===== src/rtl/cme_pkg.sv =====
package cme_pkg;

    localparam int WORD_W = 32;
    localparam int OPC_W  = 3;
    localparam int CNT_W  = 13;
    localparam int SUBC_W = 3;
    localparam int MTHD_W = 12;

    localparam int OPC_LSB  = WORD_W - OPC_W;
    localparam int CNT_LSB  = OPC_LSB - CNT_W;
    localparam int SUBC_LSB = CNT_LSB - SUBC_W;
    localparam int MTHD_LSB = 0;

    localparam logic [OPC_W-1:0] OPC_STEP_EACH  = 3'd1;
    localparam logic [OPC_W-1:0] OPC_STEP_NEVER = 3'd3;
    localparam logic [OPC_W-1:0] OPC_IMMEDIATE  = 3'd4;
    localparam logic [OPC_W-1:0] OPC_STEP_FIRST = 3'd5;

    typedef enum logic [0:0] {
        ST_HEADER  = 1'b0,
        ST_PAYLOAD = 1'b1
    } fsm_e;

    typedef enum logic [1:0] {
        ADV_EACH  = 2'd0,
        ADV_NEVER = 2'd1,
        ADV_FIRST = 2'd2
    } adv_e;

    typedef struct packed {
        logic [OPC_W-1:0]  opc;
        logic [CNT_W-1:0]  cnt;
        logic [SUBC_W-1:0] subch;
        logic [MTHD_W-1:0] method;
    } hdr_t;

endpackage


===== src/rtl/cme_hdr_decode.sv =====
module cme_hdr_decode
    import cme_pkg::*;
(
    input  logic [WORD_W-1:0] word,
    output hdr_t              fields,
    output logic              is_burst,
    output logic              is_imm,
    output logic              is_bad,
    output adv_e              adv
);

    always_comb begin
        fields.opc    = word[OPC_LSB +: OPC_W];
        fields.cnt    = word[CNT_LSB +: CNT_W];
        fields.subch  = word[SUBC_LSB +: SUBC_W];
        fields.method = word[MTHD_LSB +: MTHD_W];

        is_burst = 1'b0;
        is_imm   = 1'b0;
        is_bad   = 1'b0;
        adv      = ADV_EACH;
        unique case (fields.opc)
            OPC_STEP_EACH:  begin is_burst = 1'b1; adv = ADV_EACH;  end
            OPC_STEP_NEVER: begin is_burst = 1'b1; adv = ADV_NEVER; end
            OPC_STEP_FIRST: begin is_burst = 1'b1; adv = ADV_FIRST; end
            OPC_IMMEDIATE:  is_imm = 1'b1;
            default:        is_bad = 1'b1;
        endcase
    end

endmodule


===== src/rtl/cme_addr_step.sv =====
module cme_addr_step #(
    parameter int MW = 12
) (
    input  logic [MW-1:0]      cur,
    input  cme_pkg::adv_e      adv,
    input  logic               first,
    output logic [MW-1:0]      nxt
);

    import cme_pkg::*;

    logic [MW-1:0] plus_one;
    assign plus_one = cur + MW'(1);

    always_comb begin
        unique case (adv)
            ADV_EACH:  nxt = plus_one;
            ADV_NEVER: nxt = cur;
            ADV_FIRST: nxt = first ? plus_one : cur;
            default:   nxt = cur;
        endcase
    end

endmodule


===== src/rtl/cme_out_reg.sv =====
module cme_out_reg #(
    parameter int SW = 3,
    parameter int MW = 12,
    parameter int DW = 32
) (
    input  logic          clk,
    input  logic          rst_n,
    input  logic          load,
    input  logic [SW-1:0] ld_subch,
    input  logic [MW-1:0] ld_method,
    input  logic [DW-1:0] ld_data,
    input  logic          out_ready,
    output logic          out_valid,
    output logic [SW-1:0] out_subch,
    output logic [MW-1:0] out_method,
    output logic [DW-1:0] out_data
);

    always_ff @(posedge clk) begin
        if (!rst_n) begin
            out_valid  <= 1'b0;
            out_subch  <= '0;
            out_method <= '0;
            out_data   <= '0;
        end else if (load) begin
            out_valid  <= 1'b1;
            out_subch  <= ld_subch;
            out_method <= ld_method;
            out_data   <= ld_data;
        end else if (out_ready) begin
            out_valid  <= 1'b0;
        end
    end

    // a stalled write is held unchanged until taken
    p_hold_stall_r8: assert property (@(posedge clk) disable iff (!rst_n)
        (out_valid && !out_ready) |=>
            (out_valid && $stable(out_subch) && $stable(out_method) && $stable(out_data)));

endmodule


===== src/rtl/cmd_method_expander.sv =====
module cmd_method_expander
    import cme_pkg::*;
#(
    parameter int DW = WORD_W,
    parameter int SW = SUBC_W,
    parameter int MW = MTHD_W,
    parameter int CW = CNT_W
) (
    input  logic          clk,
    input  logic          rst_n,
    input  logic          in_valid,
    input  logic [DW-1:0] in_word,
    output logic          in_ready,
    output logic          out_valid,
    input  logic          out_ready,
    output logic [SW-1:0] out_subch,
    output logic [MW-1:0] out_method,
    output logic [DW-1:0] out_data,
    output logic          err_flag
);

    fsm_e state_q, state_d;

    hdr_t hdr;
    logic hdr_burst, hdr_imm, hdr_bad;
    adv_e hdr_adv;

    logic [SW-1:0] ctx_subch;
    logic [MW-1:0] ctx_method, ctx_method_nxt;
    logic [CW-1:0] ctx_left;
    adv_e          ctx_adv;
    logic          ctx_first;

    logic          accept;
    logic          emit, load_ctx, step_ctx, err_set;
    logic [SW-1:0] emit_subch;
    logic [MW-1:0] emit_method;
    logic [DW-1:0] emit_data;

    assign in_ready = !out_valid || out_ready;
    assign accept   = in_valid && in_ready;

    cme_hdr_decode u_dec (
        .word     (in_word),
        .fields   (hdr),
        .is_burst (hdr_burst),
        .is_imm   (hdr_imm),
        .is_bad   (hdr_bad),
        .adv      (hdr_adv)
    );

    cme_addr_step #(.MW(MW)) u_step (
        .cur   (ctx_method),
        .adv   (ctx_adv),
        .first (ctx_first),
        .nxt   (ctx_method_nxt)
    );

    cme_out_reg #(.SW(SW), .MW(MW), .DW(DW)) u_out (
        .clk        (clk),
        .rst_n      (rst_n),
        .load       (emit),
        .ld_subch   (emit_subch),
        .ld_method  (emit_method),
        .ld_data    (emit_data),
        .out_ready  (out_ready),
        .out_valid  (out_valid),
        .out_subch  (out_subch),
        .out_method (out_method),
        .out_data   (out_data)
    );

    // State register
    always_ff @(posedge clk) begin
        if (!rst_n) state_q <= ST_HEADER;
        else        state_q <= state_d;
    end

    // Next state and per-cycle outputs
    always_comb begin
        state_d     = state_q;
        emit        = 1'b0;
        emit_subch  = '0;
        emit_method = '0;
        emit_data   = '0;
        load_ctx    = 1'b0;
        step_ctx    = 1'b0;
        err_set     = 1'b0;
        unique case (state_q)
            ST_HEADER: begin
                if (accept) begin
                    if (hdr_bad) begin
                        err_set = 1'b1;
                    end else if (hdr_imm) begin
                        emit        = 1'b1;
                        emit_subch  = hdr.subch;
                        emit_method = hdr.method;
                        emit_data   = DW'(hdr.cnt);
                    end else if (hdr_burst && hdr.cnt != '0) begin
                        load_ctx = 1'b1;
                        state_d  = ST_PAYLOAD;
                    end
                end
            end
            ST_PAYLOAD: begin
                if (accept) begin
                    emit        = 1'b1;
                    emit_subch  = ctx_subch;
                    emit_method = ctx_method;
                    emit_data   = in_word;
                    step_ctx    = 1'b1;
                    if (ctx_left == CW'(1)) state_d = ST_HEADER;
                end
            end
            default: state_d = ST_HEADER;
        endcase
    end

    // Header context
    always_ff @(posedge clk) begin
        if (!rst_n) begin
            ctx_subch  <= '0;
            ctx_method <= '0;
            ctx_left   <= '0;
            ctx_adv    <= ADV_EACH;
            ctx_first  <= 1'b0;
        end else if (load_ctx) begin
            ctx_subch  <= hdr.subch;
            ctx_method <= hdr.method;
            ctx_left   <= hdr.cnt;
            ctx_adv    <= hdr_adv;
            ctx_first  <= 1'b1;
        end else if (step_ctx) begin
            ctx_method <= ctx_method_nxt;
            ctx_left   <= ctx_left - CW'(1);
            ctx_first  <= 1'b0;
        end
    end

    // Sticky error
    always_ff @(posedge clk) begin
        if (!rst_n)       err_flag <= 1'b0;
        else if (err_set) err_flag <= 1'b1;
    end

    // no input is taken while the output is stalled
    p_no_take_stall_r8: assert property (@(posedge clk) disable iff (!rst_n)
        (out_valid && !out_ready) |-> !in_ready);

    // payload state always has words left to take
    p_left_nonzero_r6: assert property (@(posedge clk) disable iff (!rst_n)
        (state_q == ST_PAYLOAD) |-> (ctx_left != '0));

    // an undefined header raises the flag and yields no write
    p_bad_drop_r7: assert property (@(posedge clk) disable iff (!rst_n)
        (state_q == ST_HEADER && accept && hdr_bad) |=> (err_flag && !out_valid));

    // error flag is sticky
    p_err_sticky_r10: assert property (@(posedge clk) disable iff (!rst_n)
        err_flag |=> err_flag);

    // an immediate header yields one write with its embedded value
    p_imm_write_r5: assert property (@(posedge clk) disable iff (!rst_n)
        (state_q == ST_HEADER && accept && hdr_imm) |=>
            (out_valid && out_data == DW'($past(in_word[CNT_LSB +: CNT_W]))));

    // incrementing bursts advance by one per word
    p_step_each_r2: assert property (@(posedge clk) disable iff (!rst_n)
        (state_q == ST_PAYLOAD && accept && ctx_adv == ADV_EACH && ctx_left > CW'(1)) |=>
            (ctx_method == MW'($past(ctx_method) + MW'(1))));

    // fixed bursts never move
    p_step_never_r3: assert property (@(posedge clk) disable iff (!rst_n)
        (state_q == ST_PAYLOAD && accept && ctx_adv == ADV_NEVER) |=> $stable(ctx_method));

    // step-once bursts move only after the first word
    p_step_first_r4: assert property (@(posedge clk) disable iff (!rst_n)
        (state_q == ST_PAYLOAD && accept && ctx_adv == ADV_FIRST && !ctx_first) |=>
            $stable(ctx_method));

endmodule


===== config.mk =====
export PLATFORM = sky130hd
export DESIGN_NAME = cmd_method_expander
export DESIGN_NICKNAME = d
export VERILOG_FILES = /design/src/rtl/cme_pkg.sv /design/src/rtl/cme_hdr_decode.sv /design/src/rtl/cme_addr_step.sv /design/src/rtl/cme_out_reg.sv /design/src/rtl/cmd_method_expander.sv
export SDC_FILE = /design/constraint.sdc
export NUM_CORES = 1
export LEC_CHECK = 0
export CAP_MARGIN = 10
export CELL_PAD_IN_SITES_DETAIL_PLACEMENT = 1
export CELL_PAD_IN_SITES_GLOBAL_PLACEMENT = 2
export CORE_MARGIN = 8
export CORE_UTILIZATION = 30
export CTS_BUF_LIST = sky130_fd_sc_hd__clkbuf_8
export CTS_CLUSTER_DIAMETER = 50
export DETAILED_ROUTE_END_ITERATION = 8
export PLACE_DENSITY_LB_ADDON = 0.1
export SYNTH_ARGS = -nofsm -noshare
export SYNTH_HDL_FRONTEND = slang
export SYNTH_SLANG_ARGS = --single-unit

===== constraint.sdc =====
create_clock -name clk -period 2.2 [get_ports clk]
set_input_delay 0.33 -clock clk [delete_from_list [all_inputs] [get_ports clk]]
set_output_delay 0.33 -clock clk [all_outputs]
set_load 0.1 [all_outputs]

# After elaboration in Yosys (flattened, before gate mapping)
# Cells that the tools add are included.
# op_classes
n_lt_le_gt_ge,0
n_reduce_logical,12
shift,0
div,0
mul,0
bitwise_logic,1
n_addsub,2
eq_ne,7
muxes,45
# ops
cell,n
12-bit 2-to-1 mux,7
13-bit 2-to-1 mux,5
32-bit case mux with 2 select lines,1
12-bit case mux with 2 select lines,2
32-bit 2-to-1 mux,1
1-bit 2-to-1 mux,21
"13-bit by 1-bit equality test with 1-bit output, second input constant",1
13-bit nonzero test,1
"13-bit by 1-bit subtractor with 13-bit output, second input constant",1
"12-bit by 1-bit adder with 12-bit output, second input constant",1
3-bit 2-to-1 mux,4
"3-bit equality test, second input constant",2
3-bit case mux with 2 select lines,1
1-bit case mux with 2 select lines,2
2-bit case mux with 2 select lines,1
2-bit nonzero test,2
4-bit OR reduction,1
"3-bit by 1-bit equality test with 1-bit output, second input constant",1
"3-bit by 2-bit equality test with 1-bit output, second input constant",1
"3-bit != test, second input constant",1
3-bit AND reduction,1
3-bit nonzero test,1
3-bit OR reduction,1
"2-bit equality test, second input constant",1
5 further kinds,6
# totals
latchBits,0
ram_bits,0
n_memories,0
rom_bits,0
ff_bits,81
wordCells,78

# Depth between registers and ports, before layout
# Gate-level depths: netlist (run 1).
# depth
ltp_word,11
mapped_depth,9

# Modules after synthesis
# From an unflattened synthesis (run 1), not the netlist that was laid out.
# unflattened
hier_cells,492
area_unflattened_um2,4546.9
# modules_own_cells
module,n_inst,area_each_um2,seq_area_each_um2,cells_per_inst
cmd_method_expander,1,2165.8,660.6,270
cme_out_reg,1,1843.0,960.9,155
cme_hdr_decode,1,286.5,0.0,37
cme_addr_step,1,251.5,0.0,30

# Worst setup path before layout (run 1)
# OpenSTA, ideal clock, no wires.
# synth_path
kind,register -> register
startpoint,register u_out.out_valid
endpoint,register ctx_left[8]
path_buffers,3
t_arrival_ns,2.349
path_stages_with_launch,10
setup_slack_ns,-0.282
setup_time_ns,0.132
cell_sequence,dfxtp_1 > nor2b_1 > buf_4 > inv_4 > and4_1 > buf_2 > and2_1 > buf_2 > a22oi_1 > a21oi_1
# synth_between
elab_chain_cells,6
# synth_rtl
item,line_no,rtl
"start, declared",cme_out_reg.sv:13,"output logic out_valid,"
"start signal, assigned",cme_out_reg.sv:21,out_valid <= 1'b0;
"start signal, assigned",cme_out_reg.sv:26,out_valid <= 1'b1;
"start signal, assigned",cme_out_reg.sv:31,out_valid <= 1'b0;
1-bit zero test (*),cmd_method_expander.sv:40,assign in_ready = !out_valid || out_ready;
1-bit logical OR (*),cmd_method_expander.sv:40,
via in_ready,cmd_method_expander.sv:13,"output logic in_ready,"
1-bit logical AND (*),cmd_method_expander.sv:41,assign accept = in_valid && in_ready;
"1-bit 2-to-1 mux, on equally long branches","cmd_method_expander.sv:91, cmd_method_expander.sv:106",
1-bit 2-to-1 mux,cmd_method_expander.sv:89,unique case (state_q)
13-bit 2-to-1 mux / 2-bit nonzero test (equally long branches),--,
"end signal, assigned",cmd_method_expander.sv:130,ctx_left <= hdr.cnt;
"end signal, assigned",cmd_method_expander.sv:135,ctx_left <= ctx_left - CW'(1);
"end, declared",cmd_method_expander.sv:30,logic [CW-1:0] ctx_left;
# The timed path passes the listed nets; every way through them passes the cells marked *.
# A chain may end at the register's enable or synchronous reset.

# Worst setup path in the final report (run 1)
# layout_path
startpoint,input in_word[28]
endpoint,register ctx_left[9]
# layout_between
elab_chain_cells,8
# layout_rtl
item,line_no,rtl
"start, declared",cmd_method_expander.sv:12,"input logic [DW-1:0] in_word,"
13-bit nonzero test (*),cmd_method_expander.sv:99,end else if (hdr_burst && hdr.cnt != '0) begin
1-bit logical AND (*),cmd_method_expander.sv:99,
1-bit 2-to-1 mux (*),cmd_method_expander.sv:99,
1-bit 2-to-1 mux (*),cmd_method_expander.sv:94,end else if (hdr_imm) begin
1-bit 2-to-1 mux (*),cmd_method_expander.sv:92,if (hdr_bad) begin
1-bit 2-to-1 mux (*),cmd_method_expander.sv:91,if (accept) begin
1-bit 2-to-1 mux (*),cmd_method_expander.sv:89,
13-bit 2-to-1 mux / 2-bit nonzero test (equally long branches),--,
# Mark *: on every way between the ends. The rest lies on a longest branch, timed or not.

==> flow_summary.yaml, run 1 <==
layout:
  final_core_utilization: 0.4299
  finalNetCount: 539
  layout-drive-gt1-share: 0.2436
  fin_cells: 648
  final_cell_mix: "buf_4, dfxtp_1, nor2_1"
  antenna_cells: 0
  final_common_cell: "buf_4"
  synthToLayoutAreaGrowth_pct: 40.89
routing:
  wl_met1_um: 5687
  via_per_inst: 5.301
  top_layer_used: "met4"
  met3_length_um: 483
  dr_total_vias: 3435
  dr.pass1.iters: 6
  drtAntennaViolNets: 0
  post-route-drc-count: 0
  drtIter0Drc: 296
  routedWlPerCell_um: 19.26
  drt_wl_total_um: 12480
  wl_met2_um: 6212
clock_tree:
  ctsHoldBuffers: 0
  cts_buffer_depth: 2
  clk_pin_slew_ns: 0.08
  cts_buffers: 9
  cts_tree: "yes"
  cts-root-buf: "clkbuf_8"
  cts_resized: 0
  cts.repair_timing.setup_buffer_count: 0
  clock_latency_ns: 0.37
  clock-sinks: 81
  htreeDepth: 3
synth:
  synth_nets: 424
  synth_xor_area_frac: 0.02789
  async_flop_share: 0
  avgSynthCellArea_um2: 8.973
  synthFlopType: "dfxtp_1"
  synth-seq-cells: 81
  synth-compound-area-share: 0.2372
  synth_cells: 385
  synthMuxAreaShare: 0.005795
  yosysSeqAreaShare: 0.4694
  yosys_warnings: 0
  syn-cell-area_um2: 3455
  synth-edff-count: 0
  yosys.area_share.simple: 0.2017
  synth_top_family_by_area: "compound AO/OA/AOI/OAI gates"
  synth_fa_ha_area_frac: 0.01087
  synth_cell_types: 46
critical_path:
  crit_arrival_ns: 2.30
  startpoint: "in_word[28]"
  r2r_end: "ctx_left[10]"
  r2r_setup_slack_ns: 0.40
  slowest_stage: "nor4_1"
  cp.depth: 9
  required_ns: 2.49
  crit_top_cell: "buf_4"
  worst_path_dominant_cell_family: "buffers and inverters"
  crit_path_max_incr_delay_ns: 0.49
  endpoint_kind: "flop"
  crit_type: "primary input to flop"
  reg2reg_from: "u_out.out_valid"
  startpoint_type: "primary input"
  r2r_cells: 7
  crit_chain: "clkdlybuf4s50_1 > nor4_1 > buf_4 > nand4_1 > buf_4 > nand2_2 > buf_12 > nand3_1 > a31oi_1"
  cp_max_fo: 13
  timing.critical_path.buf_inv: 4
floorplanning:
  coreArea_um2: 11320
  rows: 39
  die_area_um2: 15210
  chipWidth_um: 123.3
  io-pin-count: 86
  start_util: 0.3052
  fp.dieH_um: 123.3
timing:
  fin_crit_sh: 0.9155
  finalHoldViolations: 0
  clock_skew_ns: 0.007804
  max_freq_mhz: 496.5
  setup_viol: 0
  maxSlewViolCount: 0
  worst_pin_slew_ns: 0.5002
  rsz0062_at_grt: "no"
  slew_headroom: 0.6634
  period_needed_ns: 2.014
place:
  hpwl_um: 9241
  portBuffers: 85
  dp_cells: 632
  gp_congestion: 0.8070
worst_hold_path:
  worstHoldStart: "ctx_subch[2]"
  hold_path.class: "flop to flop"
  min_to: "ctx_subch[2]"
  hold_depth: 2
global_route:
  grt_usage: 0.1691
  antenna_found_initial: 0
  grt-ovfl-total: 0
  grt_pass1_wl_um: 19760
  grt_pass1_vias: 3564
  grt_max_degree: 39
job:
  max_cap_violations: 0
pwr:
  leakage_nw: 1.953
  p_switching_mw: 1.145
  combPwrFrac: 0.222
  switching_share: 0.3190
  sequentialPowerShare: 0.447
  intPower_mw: 2.444
  ir_drop_mv: 0.4277
  p_per_area_nw_per_um2: 737.3
  p_clk_frac: 0.331
run_status:
  status: "completed"
Yosys cell counts, drive strengths merged, types with 2 or more instances:
cell type   n  share of area
a211oi      3         0.0065
o21ai      20          0.029
nor2b       3         0.0054
clkbuf     13          0.014
and2        5         0.0091
nor3        5         0.0072
nand2      18          0.020
a21oi      24          0.035
nor2       65          0.071
o221a       2         0.0065
o211ai      4         0.0087
nand4       8          0.014
xor2        9          0.023
nor4        4          0.016
mux2i       2         0.0058
nand3      14          0.022
inv         4         0.0051
or2         2         0.0043
a221oi      8          0.020
and3        4         0.0072
a2bb2oi     3         0.0076
ha          3          0.011
a22oi      21          0.046
buf        17          0.027
or3         3         0.0054
dfxtp      81           0.47
a222oi     20          0.058
xnor2       2         0.0051
a31oi       4         0.0072
and4        4          0.010
nand2b      2         0.0036
stage by stage:
stage	instance area (µm²)	hold WS (ns)	setup TNS [ns]	total power [mW]	setup slack, ns
2_1_floorplan	3456	0.4360	0	2.126	0.03145
6_report	4867	0.4678	0	3.588	0.1858
5_1_grt	4867	0.4843	0	3.763	0.03206
3_5_place_dp	4657	0.4499	-6.148	2.441	-0.2437
3_3_place_gp	4657	0.4477	-5.847	2.429	-0.2396
4_1_cts	4867	0.4684	0	3.650	0.1474
state kept, by name, indices dropped and copies added (netlist names):
register and cells:
u_out.out_data 32, ctx_left 13, ctx_method 12, u_out.out_method 12, ctx_subch 3, u_out.out_subch 3
ctx_adv 2, ctx_first 1, err_flag 1, state_q 1, u_out.out_valid 1
worst max path at each step:
stage | end | slack (ns)
6_report | ctx_left[9] | 0.19
5_1_grt | ctx_left[9] | 0.03
4_1_cts | ctx_method[0] | 0.15
3_5_place_dp | ctx_method[0] | -0.24
3_3_place_gp | ctx_left[0] | -0.24
2_1_floorplan | ctx_left[8] | 0.03
layout make-up:
type	count	area [µm²]
fill	1333	6454
multi-input combinational	269	1678
sequential	81	1623
timing repair buffer	134	1156
tap	143	178.9
clock buffer	9	123.9
clock inverter	7	86.33
inverter	5	21.27
cell families (layout without fill, tap and decap cells):
family / count (synthesis) / after routing
xor+xnor: 11 / 11
flops: 81 / 81
mux: 2 / 2
buf+inv: 35 / 155
simple gates: 139 / 139
compound gates: 114 / 114
fa+ha+maj: 3 / 3
routing by layer:
metal / GRT usage / up-vias
li1: - / 1669
met1: 0.2128 / 1697
met2: 0.2849 / 59
met3: 0.04658 / 10
met4: 0.03160 / 0
met5: 0 / -
power by group through the flow:
stage	Clock [mW]	Combinational, mW	Sequential (mW)
2_1_floorplan	0	0.265	1.86
3_3_place_gp	0	0.792	1.64
3_5_place_dp	0	0.802	1.64
4_1_cts	1.24	0.805	1.61
5_1_grt	1.30	0.852	1.62
6_report	1.19	0.796	1.60
worst reg2reg max path, stage by stage, from the launching register on:
cell and delay, ns:
dfxtp_2 0.32, nor2b_1 0.12, buf_4 0.16, inv_4 0.05, and4_1 0.27, and2_1 0.43
o2bb2a_1 0.27, a21oi_1 0.12
(Power assumes the default switching activity.)
==> run 2, diff against run 1 <==
--- a/config.mk
+++ b/config.mk
@@ -8,6 +8,7 @@
 export CAP_MARGIN = 10
 export CELL_PAD_IN_SITES_DETAIL_PLACEMENT = 1
 export CELL_PAD_IN_SITES_GLOBAL_PLACEMENT = 2
+export CORE_ASPECT_RATIO = 0.5
 export CORE_MARGIN = 8
 export CORE_UTILIZATION = 30
 export CTS_BUF_LIST = sky130_fd_sc_hd__clkbuf_8
==> run 2 against run 1 <==
  * First-iteration DRC count increased by 17%
  * Worst hold slack got worse by 0.0076 ns
  * Maximum frequency increased by 2.2%
  * Routed wire length increased by 3.0%
  * Cell area decreased by 0.69%
  * Highest routed layer unchanged
  * Global-route usage increased by 0.053 points
  * Critical path type unchanged
  * Combinational power about the same
==> flow_summary.yaml, run 2 (same netlist as run 1, synthesis figures left out) <==
pwr:
  ir_drop_mv: 0.2379
  combPwrFrac: 0.219
  p_clk_frac: 0.339
  intPower_mw: 2.472
  leakage_nw: 1.927
  sequentialPowerShare: 0.442
  switching_share: 0.3183
  p_per_area_nw_per_um2: 750.3
  finalPower_mw: 3.626
  p_switching_mw: 1.154
layout:
  top_regs: "u_out.out_data: 32 flops, ctx_left: 13 flops"
  antenna_cells: 0
  largest_reg_flops: 32
  stdcell_area_um2: 4833
  layout-drive-gt1-share: 0.2380
  final_common_cell: "buf_4"
  finalNetCount: 535
  registers.top_by_ff_count: "u_out.out_data"
  fin_cells: 645
  final_cell_mix: "buf_4, dfxtp_1, nor2_1"
  synthToLayoutAreaGrowth_pct: 39.91
clock_tree:
  cts_buffers: 9
  clock-sinks: 81
  cts-root-buf: "clkbuf_8"
  cts_tree: "yes"
  cts_resized: 0
  clock_latency_ns: 0.35
  cts.repair_timing.setup_buffer_count: 0
  clk_pin_slew_ns: 0.08
  cts_buffer_depth: 2
  ctsHoldBuffers: 0
  htreeDepth: 3
timing:
  fin_crit_sh: 0.8959
  maxSlewViolCount: 0
  period_needed_ns: 1.971
  finalHoldViolations: 0
  max_freq_mhz: 507.3
  rsz0062_at_grt: "no"
  worst_pin_slew_ns: 0.4533
  slew_headroom: 0.6978
  setup_viol: 0
  clock_skew_ns: 0.01159
place:
  gp_congestion: 0.7871
  post_dp_cell_area_um2: 4617
  hpwl_um: 9510
  dp_cells: 630
  portBuffers: 85
floorplanning:
  io-pin-count: 86
  coreArea_um2: 11110
  die_area_um2: 15410
  start_util: 0.3108
  rows: 27
  fp.dieH_um: 91.88
  chipWidth_um: 167.8
worst_hold_path:
  hold_depth: 2
  min_to: "ctx_subch[0]"
  worstHoldStart: "ctx_subch[0]"
  hold_path.class: "flop to flop"
global_route:
  grt_pass1_wl_um: 20810
  grt_usage: 0.1696
  grt-ovfl-total: 0
  grt_max_degree: 61
  antenna_found_initial: 0
  grt_pass1_vias: 3678
run_status:
  status: "completed"
routing:
  via_per_inst: 5.468
  drtAntennaViolNets: 0
  post-route-drc-count: 0
  dr_total_vias: 3527
  drtIter0Drc: 346
  routedWlPerCell_um: 19.93
  dr.pass1.iters: 5
  drt_wl_total_um: 12860
critical_path:
  reg2reg_from: "state_q"
  cp_max_fo: 10
  r2r_setup_slack_ns: 0.38
  crit_type: "primary input to flop"
  endpoint_kind: "flop"
  r2r_cells: 7
  crit_arrival_ns: 2.20
  startpoint_type: "primary input"
  required_ns: 2.42
  r2r_end: "ctx_subch[1]"
job:
  max_cap_violations: 0
[run 2: changes by cell type in the layout (fill, tap and decap cells not counted)]
cell        change
inv_1           -1
buf_4           -3
inv_6           +1
clkinvlp_4      -1
clkbuf_8        +1
buf_12          -1
clkinv_2        -1
[run 2: layout make-up]
cell class | instances | area [µm²]
clock buffer | 10 | 137.6
sequential | 81 | 1623
timing repair buffer | 130 | 1114
clock inverter | 5 | 78.83
fill | 1295 | 6281
tap | 145 | 181.4
inverter | 5 | 21.27
multi-input combinational | 269 | 1678
[run 2: layer usage]
metal,GRT usage,wire (µm)
met5,0,0
met4,0.03542,74
met3,0.05088,623
met2,0.2732,5976
met1,0.2218,6180
[run 2: worst max-delay path by stage]
| stage | start | to | slack, ns | cells after the start |
|---|---|---|---|---|
| final | in_word[22] | ctx_subch[1] | 0.23 | 8 |
| after floorplan | u_out.out_valid | ctx_left[8] | 0.03 | 9 |
| after global routing | in_word[22] | ctx_method[1] | 0.05 | 9 |
| after global placement | in_word[22] | ctx_left[10] | -0.09 | 7 |
| after detailed placement | in_word[22] | ctx_method[1] | -0.16 | 9 |
| after CTS | in_word[22] | ctx_subch[1] | 0.22 | 8 |
[run 2: power groups by stage]
stage                     sequential [mW]  combinational (mW)  clock (mW)
after detailed placement             1.64               0.794           0
after CTS                            1.60               0.796        1.27
final                                1.60               0.793        1.23
after floorplan                      1.86               0.265           0
after global routing                 1.62               0.845        1.33
after global placement               1.63               0.779           0
[run 2: per-stage QoR]
step                worst slack, ns  TNS [ns]  hold WS, ns    util
floorplan                   0.03145         0       0.4360       -
global placement           -0.09117    -1.045       0.4448  0.4154
detailed placement          -0.1569    -2.706       0.4506  0.4154
CTS                          0.2154         0       0.4613  0.4349
global route                0.05078         0       0.4909  0.4349
finish                       0.2290         0       0.4602  0.4349
[run 2: worst max-delay path, cell delays in order]
cell and delay (ns):
clkdlybuf4s50_1 0.45, nor4_1 0.44, buf_4 0.20, nand4_1 0.10, and2_1 0.32, buf_4 0.22
nand2_1 0.07, a21oi_1 0.06
